$ cat src/rtl/codec_tx_pkg.sv
package codec_tx_pkg;

  typedef enum logic [1:0] {
    SIZE_OFF   = 2'b00,
    SIZE_SHORT = 2'b01,
    SIZE_WIDE  = 2'b10,
    SIZE_RSVD  = 2'b11
  } sizeCode_t;

  // control -> datapath strobes
  typedef struct packed {
    logic load;      // frame start: capture a new word
    logic fill;      // a word was offered (else zeros)
    logic emitNow;   // drive first bit in the load cycle
    logic shift;     // emit next bit from the shift register
    logic lsb;       // direction in effect
    logic wide;      // long sample in effect
  } txStrobe_t;

endpackage

$ cat src/rtl/codecTxCtrl.sv
module codecTxCtrl
  import codec_tx_pkg::*;
#(
  parameter int SAMPLE_W = 16,
  parameter int SHORT_W  = 8
) (
  input  logic       clk,
  input  logic       rstN,
  input  logic       frameSync,
  input  logic [1:0] sizeSel,
  input  logic       earlyStart,
  input  logic       lsbFirst,
  input  logic       sampleValid,
  output logic       sampleReady,
  output logic       underrun,
  output txStrobe_t  stb
);

  localparam int CW = $clog2(SAMPLE_W + 1);
  localparam logic [CW-1:0] LEN_WIDE  = CW'(SAMPLE_W);
  localparam logic [CW-1:0] LEN_SHORT = CW'(SHORT_W);

  logic          syncPrev;
  logic          riseSeen;
  logic          sizeOk;
  logic          sizeWide;
  logic          frameGo;
  logic [CW-1:0] bitsLeft;
  logic [CW-1:0] startCount;
  logic          lsbQ;
  logic          wideQ;

  assign riseSeen = frameSync & ~syncPrev;
  assign sizeWide = (sizeSel == SIZE_WIDE);
  assign sizeOk   = (sizeSel == SIZE_SHORT) || sizeWide;
  assign frameGo  = riseSeen & sizeOk;
  assign sampleReady = frameGo;

  assign startCount = (sizeWide ? LEN_WIDE : LEN_SHORT) - CW'(earlyStart);

  // syncPrev resets high so a sync already high out of reset is no edge
  always_ff @(posedge clk) begin
    if (!rstN) begin
      syncPrev <= 1'b1;
      bitsLeft <= '0;
      lsbQ     <= 1'b0;
      wideQ    <= 1'b0;
      underrun <= 1'b0;
    end else begin
      syncPrev <= frameSync;
      underrun <= frameGo & ~sampleValid;
      if (frameGo) begin
        bitsLeft <= startCount;
        lsbQ     <= lsbFirst;
        wideQ    <= sizeWide;
      end else if (riseSeen) begin
        bitsLeft <= '0;
      end else if (bitsLeft != '0) begin
        bitsLeft <= bitsLeft - 1'b1;
      end
    end
  end

  always_comb begin
    stb.load    = frameGo;
    stb.fill    = sampleValid;
    stb.emitNow = earlyStart;
    stb.shift   = ~riseSeen && (bitsLeft != '0);
    stb.lsb     = frameGo ? lsbFirst : lsbQ;
    stb.wide    = frameGo ? sizeWide : wideQ;
  end

  assert_count_bound_R3: assert property (@(posedge clk) disable iff (!rstN)
    bitsLeft <= LEN_WIDE);

  // an unsupported size never hands out a ready
  assert_idle_no_ready_R10: assert property (@(posedge clk) disable iff (!rstN)
    sampleReady |-> (sizeSel == SIZE_SHORT || sizeSel == SIZE_WIDE));

  assert_ready_on_rise_R2: assert property (@(posedge clk) disable iff (!rstN)
    sampleReady |-> (frameSync && !$past(frameSync)));

  // a held-high sync gives no second frame start
  assert_no_repeat_start_R7: assert property (@(posedge clk) disable iff (!rstN)
    (frameSync && $past(frameSync)) |-> !sampleReady);

endmodule

$ cat src/rtl/codecTxPath.sv
module codecTxPath
  import codec_tx_pkg::*;
#(
  parameter int SAMPLE_W = 16,
  parameter int SHORT_W  = 8
) (
  input  logic                clk,
  input  logic                rstN,
  input  txStrobe_t           stb,
  input  logic [SAMPLE_W-1:0] sampleData,
  output logic                txData
);

  localparam int PAD_W = SAMPLE_W - SHORT_W;
  localparam logic [SAMPLE_W-1:0] LOW_MASK = {SAMPLE_W{1'b1}} >> PAD_W;

  logic [SAMPLE_W-1:0] shReg;
  logic [SAMPLE_W-1:0] lowPart;
  logic [SAMPLE_W-1:0] aligned;
  logic [SAMPLE_W-1:0] newWord;
  logic [SAMPLE_W-1:0] curWord;
  logic [SAMPLE_W-1:0] nextWord;
  logic                headBit;

  // short samples sit at the end the shifter drains first
  assign lowPart = sampleData & LOW_MASK;
  always_comb begin
    if (stb.wide)     aligned = sampleData;
    else if (stb.lsb) aligned = lowPart;
    else              aligned = lowPart << PAD_W;
  end
  assign newWord = stb.fill ? aligned : '0;

  assign curWord  = stb.load ? newWord : shReg;
  assign headBit  = stb.lsb ? curWord[0] : curWord[SAMPLE_W-1];
  assign nextWord = stb.lsb ? (curWord >> 1) : (curWord << 1);

  always_ff @(posedge clk) begin
    if (!rstN) begin
      shReg  <= '0;
      txData <= 1'b0;
    end else if (stb.load) begin
      if (stb.emitNow) begin
        txData <= headBit;
        shReg  <= nextWord;
      end else begin
        txData <= 1'b0;
        shReg  <= newWord;
      end
    end else if (stb.shift) begin
      txData <= headBit;
      shReg  <= nextWord;
    end else begin
      txData <= 1'b0;
    end
  end

  assert_fill_zero_R6: assert property (@(posedge clk) disable iff (!rstN)
    (!stb.load && !stb.shift) |=> !txData);

  assert_late_start_zero_R4: assert property (@(posedge clk) disable iff (!rstN)
    (stb.load && !stb.emitNow) |=> !txData);

endmodule

$ cat src/rtl/codecSampleTx.sv
module codecSampleTx
  import codec_tx_pkg::*;
#(
  parameter int SAMPLE_W = 16,
  parameter int SHORT_W  = 8
) (
  input  logic                clk,
  input  logic                rstN,
  input  logic                frameSync,
  input  logic [1:0]          sizeSel,
  input  logic                earlyStart,
  input  logic                lsbFirst,
  input  logic [SAMPLE_W-1:0] sampleData,
  input  logic                sampleValid,
  output logic                sampleReady,
  output logic                txData,
  output logic                underrun
);

  txStrobe_t stb;

  codecTxCtrl #(.SAMPLE_W(SAMPLE_W), .SHORT_W(SHORT_W)) i_ctrl (
    .clk         (clk),
    .rstN        (rstN),
    .frameSync   (frameSync),
    .sizeSel     (sizeSel),
    .earlyStart  (earlyStart),
    .lsbFirst    (lsbFirst),
    .sampleValid (sampleValid),
    .sampleReady (sampleReady),
    .underrun    (underrun),
    .stb         (stb)
  );

  codecTxPath #(.SAMPLE_W(SAMPLE_W), .SHORT_W(SHORT_W)) i_path (
    .clk        (clk),
    .rstN       (rstN),
    .stb        (stb),
    .sampleData (sampleData),
    .txData     (txData)
  );

  assert_underrun_zero_R8: assert property (@(posedge clk) disable iff (!rstN)
    underrun |-> !txData);

  assert_underrun_pulse_R8: assert property (@(posedge clk) disable iff (!rstN)
    underrun |=> !underrun);

endmodule

$ cat config.mk
export PLATFORM = sky130hd
export DESIGN_NAME = codecSampleTx
export DESIGN_NICKNAME = d
export VERILOG_FILES = /design/src/rtl/codec_tx_pkg.sv /design/src/rtl/codecTxCtrl.sv /design/src/rtl/codecTxPath.sv /design/src/rtl/codecSampleTx.sv
export SDC_FILE = /design/constraint.sdc
export NUM_CORES = 1
export LEC_CHECK = 0
export BUFFER_PORTS_ARGS = -buffer_cell sky130_fd_sc_hd__buf_4
export CORE_UTILIZATION = 56
export CTS_CLUSTER_DIAMETER = 200
export DETAILED_ROUTE_END_ITERATION = 10
export PLACE_DENSITY = 0.78
export SYNTH_ARGS = -nofsm -noshare
export SYNTH_HDL_FRONTEND = slang
export SYNTH_HIERARCHICAL = 1
export SYNTH_SLANG_ARGS = --single-unit
$ cat constraint.sdc
create_clock -name clk -period 2.8 [get_ports clk]
set_clock_uncertainty 0.1 [all_clocks]
set_input_delay 0.28 -clock clk [delete_from_list [all_inputs] [get_ports clk]]
set_output_delay 0.28 -clock clk [all_outputs]
set_load 0.005 [all_outputs]
## After elaboration in Yosys (flattened, before gate mapping)

Index checks and enable logic that the tools add are counted.
W data, S select, Z words.

| operators by class | value |
|---|---|
| bitwise logic cells | 6 |
| eq/ne operators | 2 |
| add/subtract/negate cells | 2 |
| reduce and logical (&&, ||, !) cells | 5 |
| muxes and demuxes | 18 |

Operator list:

| operator | count |
|---|---|
| $mux W16 | 8 |
| $mux W5 | 4 |
| $mux W1 | 6 |
| $reduce_bool A5 Y1 | 1 |
| $sub A5 B1 Y5 | 1 |
| $sub A5 B1 Y5 const B | 1 |
| $and A1 B1 Y1 | 3 |
| $not A1 Y1 | 3 |
| $reduce_bool A3 Y1 | 1 |
| $eq A2 B1 Y1 const B | 1 |
| $eq A2 B2 Y1 const B | 1 |
| $reduce_bool A2 Y1 | 1 |
| $logic_and A1 B1 Y1 | 1 |
| $logic_or A1 B1 Y1 | 1 |

| word-level totals | value |
|---|---|
| register bits | 26 |
| output and inout bits | 3 |

## Depth between registers and ports, before layout

| depth | value |
|---|---|
| word-level depth | 11 |
| depth in mapped cells | 11 |
| depth with buffers taken out | 8 |

## By module

Netlist, hierarchy kept.

Modules (own cells, without submodules):

| module | area each (µm²) | times used | cells each |
|---|---|---|---|
| codecTxPath | 1472.7 | 1 | 183 |
| codecTxCtrl | 480.5 | 1 | 50 |

## Worst setup path before layout

No wires, ideal clock.

| path | value |
|---|---|
| kind | input to register |
| from | input port sizeSel[0] |
| to | register i_path.shReg[3] |
| slack | 0.286 ns |
| arrival | 2.296 ns |
| stages on the path | 10 |
| library setup time | 0.117 ns |
| cell sequence | inv_1 -> ha_1 -> nor3b_2 -> mux2_2 -> buf_6 -> o21a_1 -> buf_6 -> a31oi_1 -> a21oi_1 -> a32o_1 |

RTL lines:

| what | RTL line | RTL |
|---|---|---|
| start, declared | codecSampleTx.sv:10 | `input logic [1:0] sizeSel,` |
| end signal, assigned | codecTxPath.sv:45 | `shReg <= nextWord;` |
| end signal, assigned | codecTxPath.sv:48 | `shReg <= newWord;` |
| end signal, assigned | codecTxPath.sv:52 | `shReg <= nextWord;` |
| end, declared | codecTxPath.sv:17 | `logic [SAMPLE_W-1:0] shReg;` |

==> flow_summary.yaml <==
run_status:
  outcome: "complete, no violations"
worst_setup_path:
  r2r_cells: 9
  slowest_delay_ns: 0.49
  crit_chain: "buf_4, inv_1, ha_1, nor3b_4, mux2_2, o2111a_1, a2111oi_0, a211oi_1, o21a_1"
  crit_arrival_ns: 2.58
  cpMaxStageDelayCell: "a2111oi_0"
  cp_max_fo: 12
  cp-end-kind: "flip-flop"
  critPathKind: "in -> reg"
  required_ns: 2.95
  startpoint_type: "primary input"
yosys:
  yosys.area.top_type_share_pct: 26.6
  synthCells: 233
  yosys.area.top_type: "dfxtp_1"
  syn_nets: 260
  synth_area_leaders: "dfxtp_1 27%, buf_6 4.0%, nand2_1 3.5%, a21oi_1 3.1%, o21ai_0 3.1%"
  ys_async_sr_fraction_pct: 0
  synth.distinct_cells: 65
  synth-seq-cells: 26
  yosys_most_used_dff: "dfxtp_1"
  avgSynthCellArea_um2: 8.38
  synth-edff-count: 0
  syn_area_um2: 1950
  ys_seq_area_share_pct: 26.6
  yosysWarnings: 6
power_and_ir_drop:
  p_int_mw: 0.895
  powerDensity_nw_per_um2: 704
  power_leakage_nw: 0.859
  clkPwrFrac_pct: 13.0
  power_mw: 1.54
  combPwrFrac_pct: 54.8
  seqPwrFrac_pct: 32.2
  p_sw_mw: 0.645
  sw_frac_of_total_pct: 41.9
  peakVddDrop_mv: 0.324
placed_design:
  dp.cells: 299
  post-dp-hpwl_mm: 4.19
  gp_congestion: 1.02
  port_buffers: 26
  postPlaceCellArea_um2: 2150
route:
  routedWlPerCell_um: 19.3
  dr.pass1.iters: 9
  dr.first_iter.drc_count: 228
  drc_errors: 0
  drtAntennaViolNets: 0
  routed_wl_mm: 5.85
  num_vias: 2100
  vias_per_cell: 6.93
sta:
  setup_viol: 0
  slew-limit-headroom_pct: 58.4
  finalHoldViolCount: 0
  rsz0062_at_grt: "no"
  worst_pin_slew_ns: 0.608
  slew_viol_final: 0
  fmax_mhz: 411
  min_period_ns: 2.43
  fin_setup_tns_ns: 0
  min_period_over_period_pct: 86.8
clocking:
  cts_tree: "yes"
  cts_sinks: 26
  hold_buffers: 0
  insertion_delay_ns: 0.34
  clkSlewWorstSetupHoldPaths_ns: 0.15
  cts_resized: 0
  root_buffer: "clkbuf_4"
  postCtsSetupRepairBufs: 0
  cts_made_buffers: 3
  cts_max_path_buffers: 2
  htreeDepth: 1
layout:
  finish.utilization_pct: 65.5
  final_area_um2: 2190
  n_antenna_cell: 0
  areaGrowthSynthToFinish_pct: 12.0
  layout.nets: 285
  fillers: 304
  drive_gt1_share_pct: 21.8
  final_cells: 303
floorplanning:
  core_um2: 3340
  start_util_pct: 58.5
  die-height_um: 61.1
  rows: 21
  dieArea_um2: 3730
  die_w_um: 61.1
  io-pin-count: 27
min_path:
  hold_depth: 2
  holdCritPathClass: "in -> reg"
global_routing:
  grt_usage_pct: 34.4
  grt_pass1_vias: 1982
  grt_start_max_net_pins: 19
  grt_antenna_before_repair: 0
  grt_overflow: 0
  grt_pass1_wl_mm: 9.36
job:
  drv_cap: 0
-- path summary, 6_finish.rpt --
| kind | startpoint | to | slack, ns |
|---|---|---|---|
| setup / recovery | sizeSel[0] | i_path/shReg[8] | 0.37 |
| hold / removal | frameSync | i_ctrl/syncPrev | 0.04 |
| setup reg to reg | i_ctrl/bitsLeft[0] | i_path/shReg[1] | 0.42 |
| hold reg to reg | i_path/shReg[1] | i_path/shReg[1] | 0.39 |
-- synth_stat cells (3+ instances only) --
cell type,count
nand4_1,4
a22o_1,5
o21a_1,4
a32o_1,4
a221oi_1,5
ha_1,3
nor2b_1,4
nor3_1,3
a311oi_1,3
nor2_1,9
buf_4,5
a31oi_1,5
buf_6,7
nand2b_1,5
and4_1,4
nand3_1,8
nand2_1,18
o21ai_0,12
o2111ai_1,3
a211oi_1,3
inv_1,11
dfxtp_1,26
and2_1,4
mux2_2,3
a22oi_1,5
mux2i_1,4
buf_2,3
a21oi_1,12
o211ai_1,3
a32oi_1,4
-- final cells by class --
| type | instances | area, µm² | area share, % |
|---|---|---|---|
| multi-input cells | 175 | 1230 | 56.3 |
| clock buffers | 4 | 36.3 | 1.66 |
| flip-flops and latches | 26 | 520 | 23.8 |
| repair buffers | 39 | 293 | 13.4 |
| inverters | 13 | 48.8 | 2.23 |
| well taps | 46 | 57.6 | 2.63 |
-- stage by stage --
| step | worst slack, ns | hold slack, ns |
|---|---|---|
| 3_3_place_gp | 0.180 | 0.348 |
| 5_1_grt | 0.285 | 0.0274 |
| 6_report | 0.370 | 0.0450 |
| 3_5_place_dp | 0.0722 | 0.352 |
| 2_1_floorplan | 0.286 | 0.253 |
| 4_1_cts | 0.418 | 0.0459 |
-- registers in the layout (all words and copies together) (netlist names) --
register and cells:
i_path/shReg 16, i_ctrl/bitsLeft 5, i_ctrl/lsbQ 1, i_ctrl/syncPrev 1, i_ctrl/underrun 1, i_ctrl/wideQ 1, i_path/txData 1
-- cells by family after synthesis --
group                    share of synthesized area (%)
flip-flops                                        26.6
adder cells (fa/ha/maj)                           1.92
AND/OR/NAND/NOR                                   21.6
buffers and inverters                             10.6
AO/OA/AOI/OAI                                     34.1
XOR/XNOR                                          1.35
multiplexers                                      3.78
-- critical path: cells and delay by family --
family	cells	cell delay (ns)
buffers and inverters	2	0.10
muxes	1	0.47
adders and majority gates	1	0.35
and+or+nand+nor	1	0.27
AOI/OAI and AO/OA	4	1.09
-- cell usage in the layout (no fill, tap or decap), types with 2 or more instances in the layout --
cell type and n:
a221oi_1 5, a22o_1 5, inv_1 11, o31ai_1 2, ha_1 3, a32oi_1 4
nand4_1 4, nor2b_1 4, and2_1 4, buf_4 39, a22oi_1 5, o22ai_1 2
nand3b_1 2, o21ai_0 12, nor3_1 3, o221ai_1 2, o21a_1 4, mux2i_1 4
a311oi_1 3, nand2_1 18, nor2_1 9, a21o_1 2, a211oi_1 3, a21oi_1 12
o211ai_1 3, a31oi_1 5, nand3_1 8, dfxtp_1 26, o2111ai_1 3, nand2b_1 5
and4_1 4, xnor2_1 2, mux2_2 3, a32o_1 4, clkbuf_4 3, o2bb2ai_1 2
a311o_1 2
-- power groups by stage --
stage	Sequential [mW]	Combinational, mW	Clock, mW
finish	0.495	0.844	0.200
global route	0.504	0.912	0.228
CTS	0.493	0.828	0.202
detailed placement	0.501	0.823	0
global placement	0.501	0.804	0
floorplan	0.489	0.589	0
-- metal layers --
metal / track usage [%] / part of all wire (%) / up-vias
li1: - / - / 957
met1: 45.9 / 41 / 960
met2: 50.5 / 46 / 156
met3: 6.30 / 9.3 / 27
met4: 22.7 / 3.1 / 0
met5: 0 / 0 / -
No activity file was read; power rests on OpenSTA's default activity.
